$ cat config.mk
export PLATFORM = sky130hd
export DESIGN_NAME = early_eval_mux
export DESIGN_NICKNAME = d
export VERILOG_FILES = /design/src/rtl/eem_pkg.sv /design/src/rtl/eem_anti_lane.sv /design/src/rtl/eem_fire_ctl.sv /design/src/rtl/eem_route.sv /design/src/rtl/early_eval_mux.sv
export SDC_FILE = /design/constraint.sdc
export NUM_CORES = 1
export LEC_CHECK = 0
export ABC_AREA = 0
export BUFFER_PORTS_ARGS = -buffer_cell sky130_fd_sc_hd__buf_2
export CAP_MARGIN = 20
export CORE_MARGIN = 3
export CORE_UTILIZATION = 34
export CTS_BUF_LIST = sky130_fd_sc_hd__clkbuf_4 sky130_fd_sc_hd__clkbuf_8
export DETAILED_ROUTE_END_ITERATION = 8
export GPL_ROUTABILITY_DRIVEN = 0
export HOLD_SLACK_MARGIN = 0.06
export PLACE_DENSITY = 0.81
export SLEW_MARGIN = 10
export SYNTH_ARGS = -nofsm -noshare
export SYNTH_HDL_FRONTEND = slang
export SYNTH_SLANG_ARGS = --single-unit
$ cat constraint.sdc
create_clock -name clk -period 2.04 [get_ports clk]
set_input_delay 0.408 -clock clk [delete_from_list [all_inputs] [get_ports clk]]
set_output_delay 0.408 -clock clk [all_outputs]
set_load 0.02 [all_outputs]
$ cat src/rtl/eem_pkg.sv
package eem_pkg;

    // Which data channel a pick token names.
    typedef enum logic {
        PICK_A = 1'b0,
        PICK_B = 1'b1
    } pick_e;

    // Width of a counter that must hold values 0..max_cnt.
    function automatic int cnt_width(input int max_cnt);
        return (max_cnt < 1) ? 1 : $clog2(max_cnt + 1);
    endfunction

    // Combine one optional increment and one optional decrement.
    function automatic int unsigned step_count(input int unsigned cur,
                                               input logic up,
                                               input logic down);
        return cur + (up ? 1 : 0) - (down ? 1 : 0);
    endfunction

endpackage

$ cat src/rtl/eem_anti_lane.sv
module eem_anti_lane #(
    parameter int MAX_ANTI = 3
) (
    input  logic clk,
    input  logic rst,
    input  logic tok_valid,   // forward token present
    input  logic anti_stop,   // upstream refuses the anti-token
    input  logic fire,        // the selector fires this cycle
    input  logic chosen,      // this lane is the one named by the pick
    output logic live,        // token present and not owed to an anti-token
    output logic full,        // counter saturated
    output logic take,        // token consumed this cycle
    output logic anti_valid   // anti-token offered upstream
);
    import eem_pkg::*;

    localparam int CW = cnt_width(MAX_ANTI);
    localparam logic [CW-1:0] FULL_V = CW'(MAX_ANTI);

    logic [CW-1:0] cnt;
    logic [CW-1:0] cnt_d;
    logic pend, kill, inc, dec;

    assign pend       = (cnt != '0);
    assign live       = tok_valid && !pend;
    assign kill       = tok_valid && pend;
    assign full       = (cnt == FULL_V);
    assign anti_valid = pend && !tok_valid;

    // Consumed either by annihilation or by a firing selector.
    assign take = kill || (fire && live);
    // Skipped without a token to drop: record a debt.
    assign inc  = fire && !chosen && !live;
    assign dec  = kill || (anti_valid && !anti_stop);

    always_comb begin
        cnt_d = CW'(step_count(int'(cnt), inc, dec));
    end

    always_ff @(posedge clk) begin
        if (rst) begin
            cnt <= '0;
        end else begin
            cnt <= cnt_d;
        end
    end

    // counter clear after reset
    a_r1_reset_clear: assert property (@(posedge clk)
        rst |=> (cnt == '0));

    // a debt is only recorded below saturation
    a_r5_no_overflow: assert property (@(posedge clk) disable iff (rst)
        (fire && !chosen && !live) |-> (cnt != FULL_V));

    // a cancelled token is never the delivered one
    a_r6_no_deliver: assert property (@(posedge clk) disable iff (rst)
        (tok_valid && pend) |-> !(fire && chosen));

    // token and anti-token vanish together
    a_r6_annihilate: assert property (@(posedge clk) disable iff (rst)
        (tok_valid && pend && !inc) |=> (cnt == $past(cnt) - 1'b1));

    // accepted anti-token leaves the counter
    a_r7_drain: assert property (@(posedge clk) disable iff (rst)
        (anti_valid && !anti_stop && !inc) |=> (cnt == $past(cnt) - 1'b1));

endmodule

$ cat src/rtl/eem_fire_ctl.sv
module eem_fire_ctl (
    input  logic           sel_valid,
    input  eem_pkg::pick_e pick,
    input  logic           live_a,
    input  logic           live_b,
    input  logic           full_a,
    input  logic           full_b,
    input  logic           out_stop,
    output logic           out_valid,
    output logic           fire,
    output logic           chosen_a,
    output logic           chosen_b
);
    import eem_pkg::*;

    logic need_live;
    logic other_full;

    assign chosen_a   = (pick == PICK_A);
    assign chosen_b   = (pick == PICK_B);
    assign need_live  = chosen_a ? live_a : live_b;
    assign other_full = chosen_a ? full_b : full_a;

    assign out_valid = sel_valid && need_live && !other_full;
    assign fire      = out_valid && !out_stop;

endmodule

$ cat src/rtl/eem_route.sv
module eem_route #(
    parameter int WIDTH = 16
) (
    input  eem_pkg::pick_e   pick,
    input  logic [WIDTH-1:0] data_a,
    input  logic [WIDTH-1:0] data_b,
    output logic [WIDTH-1:0] data_o
);
    import eem_pkg::*;

    always_comb begin
        unique case (pick)
            PICK_A:  data_o = data_a;
            default: data_o = data_b;
        endcase
    end

endmodule

$ cat src/rtl/early_eval_mux.sv
module early_eval_mux #(
    parameter int WIDTH    = 16,
    parameter int MAX_ANTI = 3
) (
    input  logic             clk,
    input  logic             rst,
    input  logic             sel_valid,
    input  logic             sel_pick,
    output logic             sel_stop,
    input  logic             a_valid,
    input  logic [WIDTH-1:0] a_data,
    output logic             a_stop,
    output logic             a_anti_valid,
    input  logic             a_anti_stop,
    input  logic             b_valid,
    input  logic [WIDTH-1:0] b_data,
    output logic             b_stop,
    output logic             b_anti_valid,
    input  logic             b_anti_stop,
    output logic             out_valid,
    output logic [WIDTH-1:0] out_data,
    input  logic             out_stop
);
    import eem_pkg::*;

    localparam int LANES = 2;

    pick_e pick;
    logic  fire;
    logic [LANES-1:0] tok_v, a_stp, chosen, live, full, take, anti_v;

    assign pick     = pick_e'(sel_pick);
    assign tok_v    = {b_valid, a_valid};
    assign a_stp    = {b_anti_stop, a_anti_stop};

    generate
        for (genvar i = 0; i < LANES; i++) begin : g_lane
            eem_anti_lane #(.MAX_ANTI(MAX_ANTI)) u_lane (
                .clk       (clk),
                .rst       (rst),
                .tok_valid (tok_v[i]),
                .anti_stop (a_stp[i]),
                .fire      (fire),
                .chosen    (chosen[i]),
                .live      (live[i]),
                .full      (full[i]),
                .take      (take[i]),
                .anti_valid(anti_v[i])
            );
        end
    endgenerate

    eem_fire_ctl u_fire (
        .sel_valid(sel_valid),
        .pick     (pick),
        .live_a   (live[0]),
        .live_b   (live[1]),
        .full_a   (full[0]),
        .full_b   (full[1]),
        .out_stop (out_stop),
        .out_valid(out_valid),
        .fire     (fire),
        .chosen_a (chosen[0]),
        .chosen_b (chosen[1])
    );

    eem_route #(.WIDTH(WIDTH)) u_route (
        .pick  (pick),
        .data_a(a_data),
        .data_b(b_data),
        .data_o(out_data)
    );

    assign sel_stop     = !fire;
    assign a_stop       = !take[0];
    assign b_stop       = !take[1];
    assign a_anti_valid = anti_v[0];
    assign b_anti_valid = anti_v[1];

    // a refused output token is held, unchanged, next cycle
    a_r3_hold: assert property (@(posedge clk) disable iff (rst)
        (out_valid && out_stop) |=> (out_valid && $stable(out_data)));

    // a firing cycle consumes the pick token
    a_r3_pick_taken: assert property (@(posedge clk) disable iff (rst)
        (out_valid && !out_stop) |-> !sel_stop);

endmodule

=== Yosys cells after proc, flatten, opt, wreduce, memory -nomap -nowiden ===
Cells that the tools add are included.

* $add $sub $neg: 4
* Eq/ne operators: 2
* Muxes and demuxes: 7
* Reductions and logical operators: 37

{| class="wikitable"
|+ Operators with widths
! kind !! count
|-
| $logic_and 1x1->1 || 17
|-
| $mux 16 || 1
|-
| $logic_not 1->1 || 14
|-
| $mux 1 || 6
|-
| $add 2x2->2 || 2
|-
| $eq 2x2->1 const B || 2
|-
| $logic_or 1x1->1 || 4
|-
| $reduce_bool 2->1 || 2
|-
| $sub 2x2->2 || 2
|}

* Flip-flop bits (word level): 4
* Input bits: 41
* Output and inout bits: 22
* Word-level logic and storage cells: 52

=== Longest topological paths before layout ===
Gate-level depths: netlist of run 1.

* Word-level depth: 12
* Mapped depth: 8
* Gate-level depth less buffers: 8

=== Modules after synthesis ===
From an unflattened synthesis of run 1, not the netlist that was laid out.

* Cells, all modules: 61
* Area, all modules: 621.8 µm²

{| class="wikitable"
|+ Modules (own cells, without submodules)
! module !! times used !! cells each !! area an instance (µm²) !! seq. area each (µm²)
|-
| eem_anti_lane || 2 || 17 || 147.6 || 40.0
|-
| eem_route || 1 || 18 || 249.0 || 0.0
|-
| eem_fire_ctl || 1 || 6 || 66.3 || 0.0
|-
| early_eval_mux || 1 || 3 || 11.3 || 0.0
|}

=== Worst setup path before layout of run 1 ===
OpenSTA, ideal clock, no wires.

* Path type: input -> register
* Start: in sel_pick
* End: reg g_lane[1].u_lane.cnt[1]
* Setup time: 0.114 ns
* Arrival: 1.630 ns
* Required time: 1.926 ns
* Slack: 0.296 ns
* Stages on the path: 8
* Path buffers: 1
* Path through: buf_4 inv_1 nand4_2 a2111oi_2 ha_1 xor2_1 and2_1 nor3_1

* Longest elaborated chain between the ends: 9
* Elaborated cells on any way between the ends: 12
* Classes of those cells: add/sub (2); mux (3); reduce/logical (7)

{| class="wikitable"
|+ RTL lines
! element !! RTL line !! RTL
|-
| start: declaration || early_eval_mux.sv:8 || <nowiki>input logic sel_pick,</nowiki>
|-
| $mux 1 (on tied branches) || eem_fire_ctl.sv:21, eem_fire_ctl.sv:22 ||
|-
| $logic_and 1x1->1 / $logic_not 1->1 (equally long branches) || eem_fire_ctl.sv:24 || <nowiki>assign out_valid = sel_valid && need_live && !other_full;</nowiki>
|-
| $logic_and 1x1->1 || eem_fire_ctl.sv:24 ||
|-
| $logic_and 1x1->1 || eem_fire_ctl.sv:25 || <nowiki>assign fire = out_valid && !out_stop;</nowiki>
|-
| $logic_and 1x1->1 (*) (2 in a row) || eem_anti_lane.sv:33 || <nowiki>assign inc = fire && !chosen && !live;</nowiki>
|-
| $mux 1 (*) || eem_pkg.sv:18 || <nowiki>return cur + (up ? 1 : 0) - (down ? 1 : 0);</nowiki>
|-
| $add 2x2->2 (*) || eem_pkg.sv:18 ||
|-
| $sub 2x2->2 (*) || eem_pkg.sv:18 ||
|-
| end signal: assignment || eem_anti_lane.sv:44 || <nowiki>cnt <= cnt_d;</nowiki>
|-
| end: declaration || eem_anti_lane.sv:20 || <nowiki>logic [CW-1:0] cnt;</nowiki>
|}

Mark *: on every way between the ends. The rest lies on a longest branch, timed or not.
A chain may end at the register's enable or synchronous reset.

=== Worst setup path after layout of run 1 ===
* Start: reg g_lane[0].u_lane.cnt[1]
* End: out b_stop

* Longest elaborated chain between the ends: 10
* Elaborated cells on any way between the ends: 13
* Classes of those cells: eq/ne (1); mux (2); reduce/logical (10)

{| class="wikitable"
|+ RTL lines
! element !! RTL line !! RTL
|-
| start: declaration || eem_anti_lane.sv:20 ||
|-
| start signal: assignment || eem_anti_lane.sv:44 ||
|-
| $reduce_bool 2->1 || eem_anti_lane.sv:24 || <nowiki>assign pend = (cnt != '0);</nowiki>
|-
| $logic_not 1->1 || eem_anti_lane.sv:25 || <nowiki>assign live = tok_valid && !pend;</nowiki>
|-
| $logic_and 1x1->1 || eem_anti_lane.sv:25 ||
|-
| $mux 1 || eem_fire_ctl.sv:21 || <nowiki>assign need_live = chosen_a ? live_a : live_b;</nowiki>
|-
| $logic_and 1x1->1 || eem_fire_ctl.sv:24 ||
|-
| $logic_and 1x1->1 (*) || eem_fire_ctl.sv:24 ||
|-
| $logic_and 1x1->1 (*) || eem_fire_ctl.sv:25 ||
|-
| $logic_and 1x1->1 (*) || eem_anti_lane.sv:31 || <nowiki>assign take = kill || (fire && live);</nowiki>
|-
| $logic_or 1x1->1 (*) || eem_anti_lane.sv:31 ||
|-
| $logic_not 1->1 (*) || early_eval_mux.sv:76 || <nowiki>assign b_stop = !take[1];</nowiki>
|-
| end: declaration || early_eval_mux.sv:17 || <nowiki>output logic b_stop,</nowiki>
|}

Marked as above.

==> results of run 1 <==
[worst max-delay path by stage]
stage,endpoint,from,cells after the start,slack (ns)
2_1_floorplan,g_lane[1].u_lane.cnt[1],sel_pick,8,0.30
3_3_place_gp,g_lane[1].u_lane.cnt[1],a_valid,8,0.15
3_5_place_dp,g_lane[1].u_lane.cnt[1],a_valid,8,0.07
4_1_cts,b_stop,g_lane[0].u_lane.cnt[1],4,0.04
5_1_grt,b_stop,g_lane[0].u_lane.cnt[1],4,0.004
6_report,b_stop,g_lane[0].u_lane.cnt[1],4,0.1
[power by group through the flow]
stage	clock network (mW)	logic, mW	registers (mW)
6_report	0.0973	0.483	0.170
3_5_place_dp	0	0.489	0.164
3_3_place_gp	0	0.470	0.161
2_1_floorplan	0	0.347	0.150
5_1_grt	0.111	0.546	0.178
4_1_cts	0.105	0.488	0.164
[layer usage]
layer	routed length, um	global-route usage
met2	997	0.3352
met1	626	0.1986
met4	0	0.06818
met3	206	0.05469
met5	0	0
[synth_stat cells, drive strengths merged]
cell     count  share of area
nor3b        1          0.023
nor2         6          0.045
xnor2        1          0.016
nor2b        2          0.023
a21oi        2          0.018
inv          7          0.048
nand2        3          0.020
nand4        2          0.034
buf          2          0.023
a2111oi      1          0.027
a311oi       1          0.016
and2         2          0.023
ha           4          0.091
mux2        16           0.33
a21o         1          0.016
nor4         1          0.011
dfxtp        4           0.15
a21boi       1          0.014
a221o        2          0.039
xor2         2          0.032
nor3         1         0.0091
[metrics by stage]
stage	hold slack [ns]	utilization	instances
4_1_cts	0.3711	0.6340	141
3_5_place_dp	0.5284	0.6180	138
2_1_floorplan	0.4796	-	62
6_report	0.3715	0.6384	141
3_3_place_gp	0.5203	0.6180	138
5_1_grt	0.3765	0.6384	141
[kinds of logic after synthesis]
group | Yosys count
flip-flops | 4
buffers and inverters | 9
XOR/XNOR | 3
multiplexers | 16
adder cells (fa/ha/maj) | 4
AND/OR/NAND/NOR | 18
AO/OA/AOI/OAI | 8
[cell type report]
class / count / area (um^2) / area share
clock buffers: 3 / 22.52 / 0.02493
inverters: 7 / 26.28 / 0.02909
multi-input cells: 49 / 436.7 / 0.4834
flip-flops and latches: 4 / 81.33 / 0.09003
well taps: 15 / 18.77 / 0.02078
repair buffers: 63 / 317.8 / 0.3518
==> metrics.txt, run 1 <==
Synth Area in Simple Gates 0.1886; Overflow after GRT 0; share of layout cells above drive strength 1 0.7063; Clk pwr share 0.130; critical path peak fanout 5; CP required approximately 1.6 ns; vias approximately 680; reg2reg setup slack 0.21 ns; reg2reg end g_lane[1].u_lane.cnt[1]; Crit-path slowest cell a221o_2; final setup vio count 0; Buf/Inv on CP 1; Die H around 46 um; ant diodes 0; clock root buffer clkbuf_4; actual slew at the worst max-slew pin around 0.27 ns; RSZ-0062 raised after global routing false; setup TNS 0 ns; worst-skew pair later-pin latency 0.23 ns; sw frac 0.4602; vias in the first global route roughly 760; DRT iter0 DRCs 4; post-synthesis cell count 62; max reg flops 4; Die Area 2138 um^2; Power Dens Cells 830.7 nW/um^2; HPWL Detailed around 1700 um; largest net degree at the start of global routing 17; hold-fix buffers at CTS 0; number of fill cells in the layout 134; Final Hold Fails 0; worst r2r src g_lane[0].u_lane.cnt[1]; hold-critical path depth 2; Mapped Area around 550 um^2; drt drc 0; maxcap violations 0; Rows 13; outcome complete, no violations; sink of the worst hold path g_lane[0].u_lane.cnt[0]; maximum achievable frequency slightly above 500 MHz; WL final about 1800 um; most flop-heavy register g_lane.u_lane.cnt; # clock sinks 4; first-pass GRT wire length approximately 3000 um; Sequential Power Share 0.227; post-synthesis adder-cell area fraction 0.09091; min-delay src rst; CTS tree yes; wire per inst around 13 um; Synth Area in Compound Gates 0.1295; Critical Path Source Type flop; Final Max Slew Viols 0; Final Cycle Share 0.9522; CP delay by family, top simple AND/OR/NAND/NOR gates; r2r worst-path depth 7; P_leak roughly 0.50 nW; #FFs+latches synth 4; post-CTS setup buffers 0; port buffer count between 60 and 70; Crit Path Class flop to output pin; DRT Pass-1 Iters 3; Net Count, Synth approximately 110; largest family of logic cells by synthesized area multiplexers; IO Pins 63; HP Class input port to flop; Core Area around 1400 um^2; initial antenna violation count 0; Final Skew approximately 0.00097 ns; Nets 173; internal power roughly 0.41 mW; Slew HR 0.8168; H-tree depth 1; worst setup margin between 0.09 and 0.1 ns; Setup crit end kind output pin; most frequent cells in the layout buf_2, mux2_2, inv_1; starting density of the core 0.3890; Post-Synth XOR/XNOR Area 0.04773; Die W around 46 um; Worst Path Arrival ~1.5 ns; min Tclk post-route between 1.5 and 2 ns; Regs by FF count g_lane.u_lane.cnt: 4 flops; Area Overhead vs Synth 64.09%; Clock Path Buffers 2; placed cell area just under 900 um^2; combinational power share 0.644; peak supply drop ~0.37 mV; post-synthesis mux area share 0.3273; crit-path max cell delay ~0.37 ns; post-route cell area between 900 and 1000 um^2; net switching power between 0.3 and 0.4 mW; syn avg cell area ~9 um^2; number of buffers created by CTS 3; CTS resizes 0; Pwr Total roughly 0.75 mW; gr usage total 0.1852; commonest non-fill, non-tap cell in the layout buf_2; post-DR vias/cell approximately 4.8; sequential area share after synthesis 0.1455; crit-path cells nor3b_2 > nand4_2 > a221o_2 > buf_2; register clock-pin slew on the reported worst setup and hold paths approximately 0.040 ns; yosys warns 0; Routed Antenna Nets 0; dpl ws around 0.07 ns; Yosys cell types 25
(Power assumes the default switching activity.)
==> inputs of run 2 (changes only) <==
MAX_ROUTING_LAYER = met4   (was unset)
==> run 2 against run 1 <==
  * Cell area unchanged
  * Highest routed layer unchanged
  * Fmax unchanged
  * Non-clock buffer count unchanged
==> metrics.txt, run 2 (synthesized netlist as in run 1, its figures left out) <==
Hold WS 0.3715 ns (unchanged); IO Pins 63 (unchanged); critical path peak fanout 5 (unchanged); H-tree depth 1 (unchanged); register clock-pin slew on the reported worst setup and hold paths 0.04 ns (about the same); commonest non-fill, non-tap cell in the layout buf_2; actual slew at the worst max-slew pin 0.2722 ns (unchanged); Final Hold Fails 0 (unchanged); CTS tree yes; Rows 13 (unchanged); DRT iter0 DRCs 4 (unchanged); storage element area 81.33 um^2 (unchanged); reg2reg setup slack 0.21 ns (about the same); most frequent cells in the layout buf_2, mux2_2, inv_1; maxcap violations 0 (unchanged); vias 687 (+0.73%); wire per inst 12.94 um (-0.22%); HP Class input port to flop; Slew HR 0.8168 (unchanged); number of buffers created by CTS 3 (unchanged); met1 Usage GRT 0.2192 (+0.02055); RSZ-0062 raised after global routing false; port buffer count 62 (unchanged); Overflow after GRT 0 (unchanged); initial antenna violation count 0 (unchanged); Power Dens Cells 830.9 nW/um^2 (about the same); dpl ws 0.06827 ns (unchanged); Pwr Total 0.7506 mW (about the same); Area Overhead vs Synth 64.09% (unchanged); Final Core Density 0.6384 (unchanged); Nets 173 (unchanged); M3 GR Usage 0.01953 (-0.03516); most flop-heavy register g_lane.u_lane.cnt; global-route track usage on met2 0.3352 (unchanged); Die H 46.24 um (unchanged); CP required 1.63 ns (about the same); clock root buffer clkbuf_4; # clock sinks 4 (unchanged); maximum achievable frequency 514.8 MHz (unchanged); vias in the first global route 757 (unchanged); Crit Path Class flop to output pin; hold-fix buffers at CTS 0 (unchanged); r2r worst-path depth 7 (unchanged); Final Skew 0.0009726 ns (unchanged); Worst Path Arrival 1.53 ns (about the same); max reg flops 4 (unchanged); worst-skew pair later-pin latency 0.23 ns (about the same); worst setup margin 0.09744 ns (+0.0000002000 ns); post-DR vias/cell 4.872 (+0.73%); Final Max Slew Viols 0 (unchanged); Setup crit end kind output pin; WL final 1825 um (-0.22%); Die W 46.24 um (unchanged); hold-critical path depth 2 (unchanged); Final Cycle Share 0.9522 (about the same); share of layout cells above drive strength 1 0.7063 (unchanged); outcome complete, no violations; post-CTS setup buffers 0 (unchanged); DRT Pass-1 Iters 3 (unchanged); gr usage total 0.1904 (+0.005252); number of fill cells in the layout 134 (unchanged); Critical Path Source Type flop; Regs by FF count g_lane.u_lane.cnt: 4 flops; P_leak 0.4993 nW (unchanged); Routed Antenna Nets 0 (unchanged); Die Area 2138 um^2 (unchanged); final setup vio count 0 (unchanged); peak supply drop 0.3663 mV (+0.13%); Clock Path Buffers 2 (unchanged); setup TNS 0 ns (unchanged); largest net degree at the start of global routing 17 (unchanged); starting density of the core 0.3890 (unchanged); multi-input logic area 436.7 um^2 (unchanged); gr busiest metal met2; min Tclk post-route 1.943 ns (-0.0000002000 ns); ant diodes 0 (unchanged); Core Area 1415 um^2 (unchanged); drt drc 0 (unchanged); first-pass GRT wire length 2939 um (unchanged); HPWL Detailed 1653 um (unchanged)
run 2: cell counts in the layout (fill, tap and decap cells not counted):
No cell type changed its count.
run 2: final timing paths:
kind                                              start                       to
worst max-delay path            g_lane[0].u_lane.cnt[1]                   b_stop
worst min-delay path                                rst  g_lane[0].u_lane.cnt[0]
worst min register to register  g_lane[1].u_lane.cnt[1]  g_lane[1].u_lane.cnt[1]
worst max register to register  g_lane[0].u_lane.cnt[1]  g_lane[1].u_lane.cnt[1]
run 2: where the power goes:
part           total, mW  internal [mW]  switching (mW)
Combinational      0.483          0.222           0.261
Clock             0.0973         0.0658          0.0315
Sequential         0.170          0.117          0.0533
Total              0.751          0.405           0.346
run 2: stage by stage:
stage | std cells | instance area (um^2)
floorplan | 62 | 550.5
finish | 141 | 903.4
CTS | 141 | 897.1
global placement | 138 | 874.6
global route | 141 | 903.4
detailed placement | 138 | 874.6
run 2: repair_timing:
item | CTS | global route
endpoints found under the setup margin | 0 | 2
gates resized for setup | 0 | 2
hold endpoints to repair | 0 | 0
run 2: final cells by class:
class | instances | share of cell area
Tap cell | 15 | 0.02078
Timing Repair Buffer | 63 | 0.3518
Clock buffer | 3 | 0.02493
Multi-Input combinational cell | 49 | 0.4834
Sequential cell | 4 | 0.09003
Inverter | 7 | 0.02909
run 2: critical path: stages, from the launching register on:
cell and delay (ns):
dfxtp_1 0.36, nor3b_2 0.25, nand4_2 0.17, a221o_2 0.37, buf_2 0.16
run 2: per-layer routing:
layer | wire, um | part of all wire
met5 | 0 | 0
met4 | 0 | 0
met3 | 146 | 0.080
met2 | 1001 | 0.55
met1 | 677 | 0.37
==> inputs of run 3 (changes only) <==
CORE_UTILIZATION = 37   (was 34)
PLACE_DENSITY = 0.87   (was 0.81)
clock period = 2.3 ns   (was 2.04 ns; I/O delays follow)
==> run 3 against run 2 <==
  * Sequential power down 18%
  * Non-clock buffer count unchanged
  * Count of clock-buffer cells in the layout did not move
  * Sequential share of layout area decreased by 0.077 points
  * Routed wire length shrank 20%
  * Flip-flop and latch count is the same
  * Clock power fell by 16%
==> metrics.txt, run 3 (synthesized netlist as in run 1, its figures left out) <==
gr usage total 0.1376 (-0.05280); routed wl met2 781 um (-22%); Area Overhead vs Synth 62.95%; dpl ws 0.2662 ns (+0.1979 ns); internal power 0.3528 mW (-13%); Power Dens Cells 715.6 nW/um^2 (-14%); min Tclk post-route between 1.5 and 2 ns; Routed Antenna Nets 0 (unchanged); Crit Path Class flop to output pin; DRT iter0 DRCs 4 (unchanged); # clock sinks 4 (unchanged); post-route cell area 897.1 um^2 (-0.69%); Final Core Density 0.6645 (+0.02613); Sequential Power Share 0.218 (-0.009); net switching power 0.2891 mW (-16%); Rows 13 (unchanged); share of layout cells above drive strength 1 0.6984 (-0.007937); crit-path cells nor3b_2 > nand4_2 > a221o_2 > buf_2; post-CTS setup buffers 0 (unchanged); HPWL Detailed 1321 um (-20%); vias in the first global route 599 (-21%); Critical Path Source Type flop; Highest Signal Layer met3; IO Pins 63 (unchanged); commonest non-fill, non-tap cell in the layout buf_2; worst setup margin 0.3228 ns (+0.2254 ns); sw frac 0.4504 (-0.009921); Final Hold Fails 0 (unchanged); HP Class input port to flop; CTS resizes 0 (unchanged); Setup crit end kind output pin; Overflow after GRT 0 (unchanged); peak supply drop 0.4008 mV (+9.4%); maximum achievable frequency roughly 510 MHz; Clock Path Buffers 2 (unchanged); Nets 173 (unchanged); outcome complete, no violations; Clk pwr share 0.128 (-0.002); actual slew at the worst max-slew pin 0.2843 ns (+0.01213 ns); Final Max Slew Viols 0 (unchanged); Die Area 1987 um^2 (-7.1%); Regs by FF count g_lane.u_lane.cnt: 4 flops; worst-skew pair later-pin latency 0.22 ns (about the same); most flop-heavy register g_lane.u_lane.cnt; DRT Pass-1 Iters 4 (+1); setup TNS 0 ns (unchanged); number of buffers created by CTS 3 (unchanged); register clock-pin slew on the reported worst setup and hold paths 0.03 ns (about the same); placed cell area 874.6 um^2 (unchanged); clock root buffer clkbuf_4; ant diodes 0 (unchanged); combinational power share 0.655 (+0.011); CP required 1.84 ns (+0.21 ns); vias 692 (+0.73%); Final Cycle Share 0.8596; final setup vio count 0 (unchanged); first-pass GRT wire length 2063 um (-30%); starting density of the core 0.4078 (+0.01875); most frequent cells in the layout buf_2, mux2_2, inv_1; Die H 44.58 um (-3.6%); drt drc 0 (unchanged); met3 wire len 163 um (+12%); CTS tree yes; WL met1 518 um (-23%); RSZ-0062 raised after global routing false; port buffer count 62 (unchanged); WL final 1463 um (-20%); Crit-path slowest cell dfxtp_1; crit-path max cell delay 0.35 ns (-0.02 ns); hold-fix buffers at CTS 0 (unchanged); Slew HR 0.8101 (-0.006776); H-tree depth 1 (unchanged); maxcap violations 0 (unchanged); post-DR vias/cell 4.908 (+0.73%); initial antenna violation count 0 (unchanged); Core Area 1350 um^2 (-4.6%); Die W 44.58 um (-3.6%); largest net degree at the start of global routing 17 (unchanged); wire per inst 10.38 um (-20%); Final Skew 0.0002237 ns (-0.0007489 ns); Hold WS 0.4368 ns (+0.06530 ns); Worst Path Arrival 1.52 ns (about the same); critical path peak fanout 5 (unchanged); P_leak 0.4971 nW (-0.43%); max reg flops 4 (unchanged)
run 3: cell counts in the layout (fill, tap and decap cells not counted):
Identical to the previous run, type by type.
run 3: area by class of cell:
type / instances / area [um^2]
Fill cell: 120 / 452.9
Multi-Input combinational cell: 49 / 431.7
Timing Repair Buffer: 63 / 317.8
Tap cell: 15 / 18.77
Inverter: 7 / 26.28
Clock buffer: 3 / 22.52
Sequential cell: 4 / 80.08
run 3: path summary, 6_finish.rpt:
kind	from	end	slack, ns	cells after the start
max	g_lane[0].u_lane.cnt[1]	b_stop	0.32	4
min	rst	g_lane[0].u_lane.cnt[1]	0.44	2
max reg2reg	g_lane[0].u_lane.cnt[1]	g_lane[1].u_lane.cnt[1]	0.45	7
min reg2reg	g_lane[1].u_lane.cnt[1]	g_lane[1].u_lane.cnt[1]	0.53	2
run 3: per-layer routing:
metal / track usage / vias up
met5: - / -
met4: 0.05422 / 0
met3: 0.01220 / 0
met2: 0.2665 / 38
met1: 0.1370 / 302
li1: - / 352
run 3: critical path: cells and delay by family, from the launching register on:
| family | cells | cell delay (ns) |
|---|---|---|
| buffers and inverters | 1 | 0.16 |
| flip-flops | 1 | 0.35 |
| AND/OR/NAND/NOR | 2 | 0.44 |
| AO/OA/AOI/OAI | 1 | 0.35 |
run 3: power groups by stage:
stage / logic (mW) / registers (mW) / clock network (mW)
6_report: 0.420 / 0.140 / 0.0819
5_1_grt: 0.470 / 0.145 / 0.0895
4_1_cts: 0.426 / 0.140 / 0.0856
3_5_place_dp: 0.423 / 0.141 / 0
3_3_place_gp: 0.409 / 0.139 / 0
2_1_floorplan: 0.308 / 0.133 / 0
run 3: metrics by stage:
step                      instances  power [mW]
after floorplan                  62      0.4416
after detailed placement        138      0.5646
after global placement          138      0.5485
after CTS                       141      0.6516
after global routing            141      0.7042
final                           141      0.6420
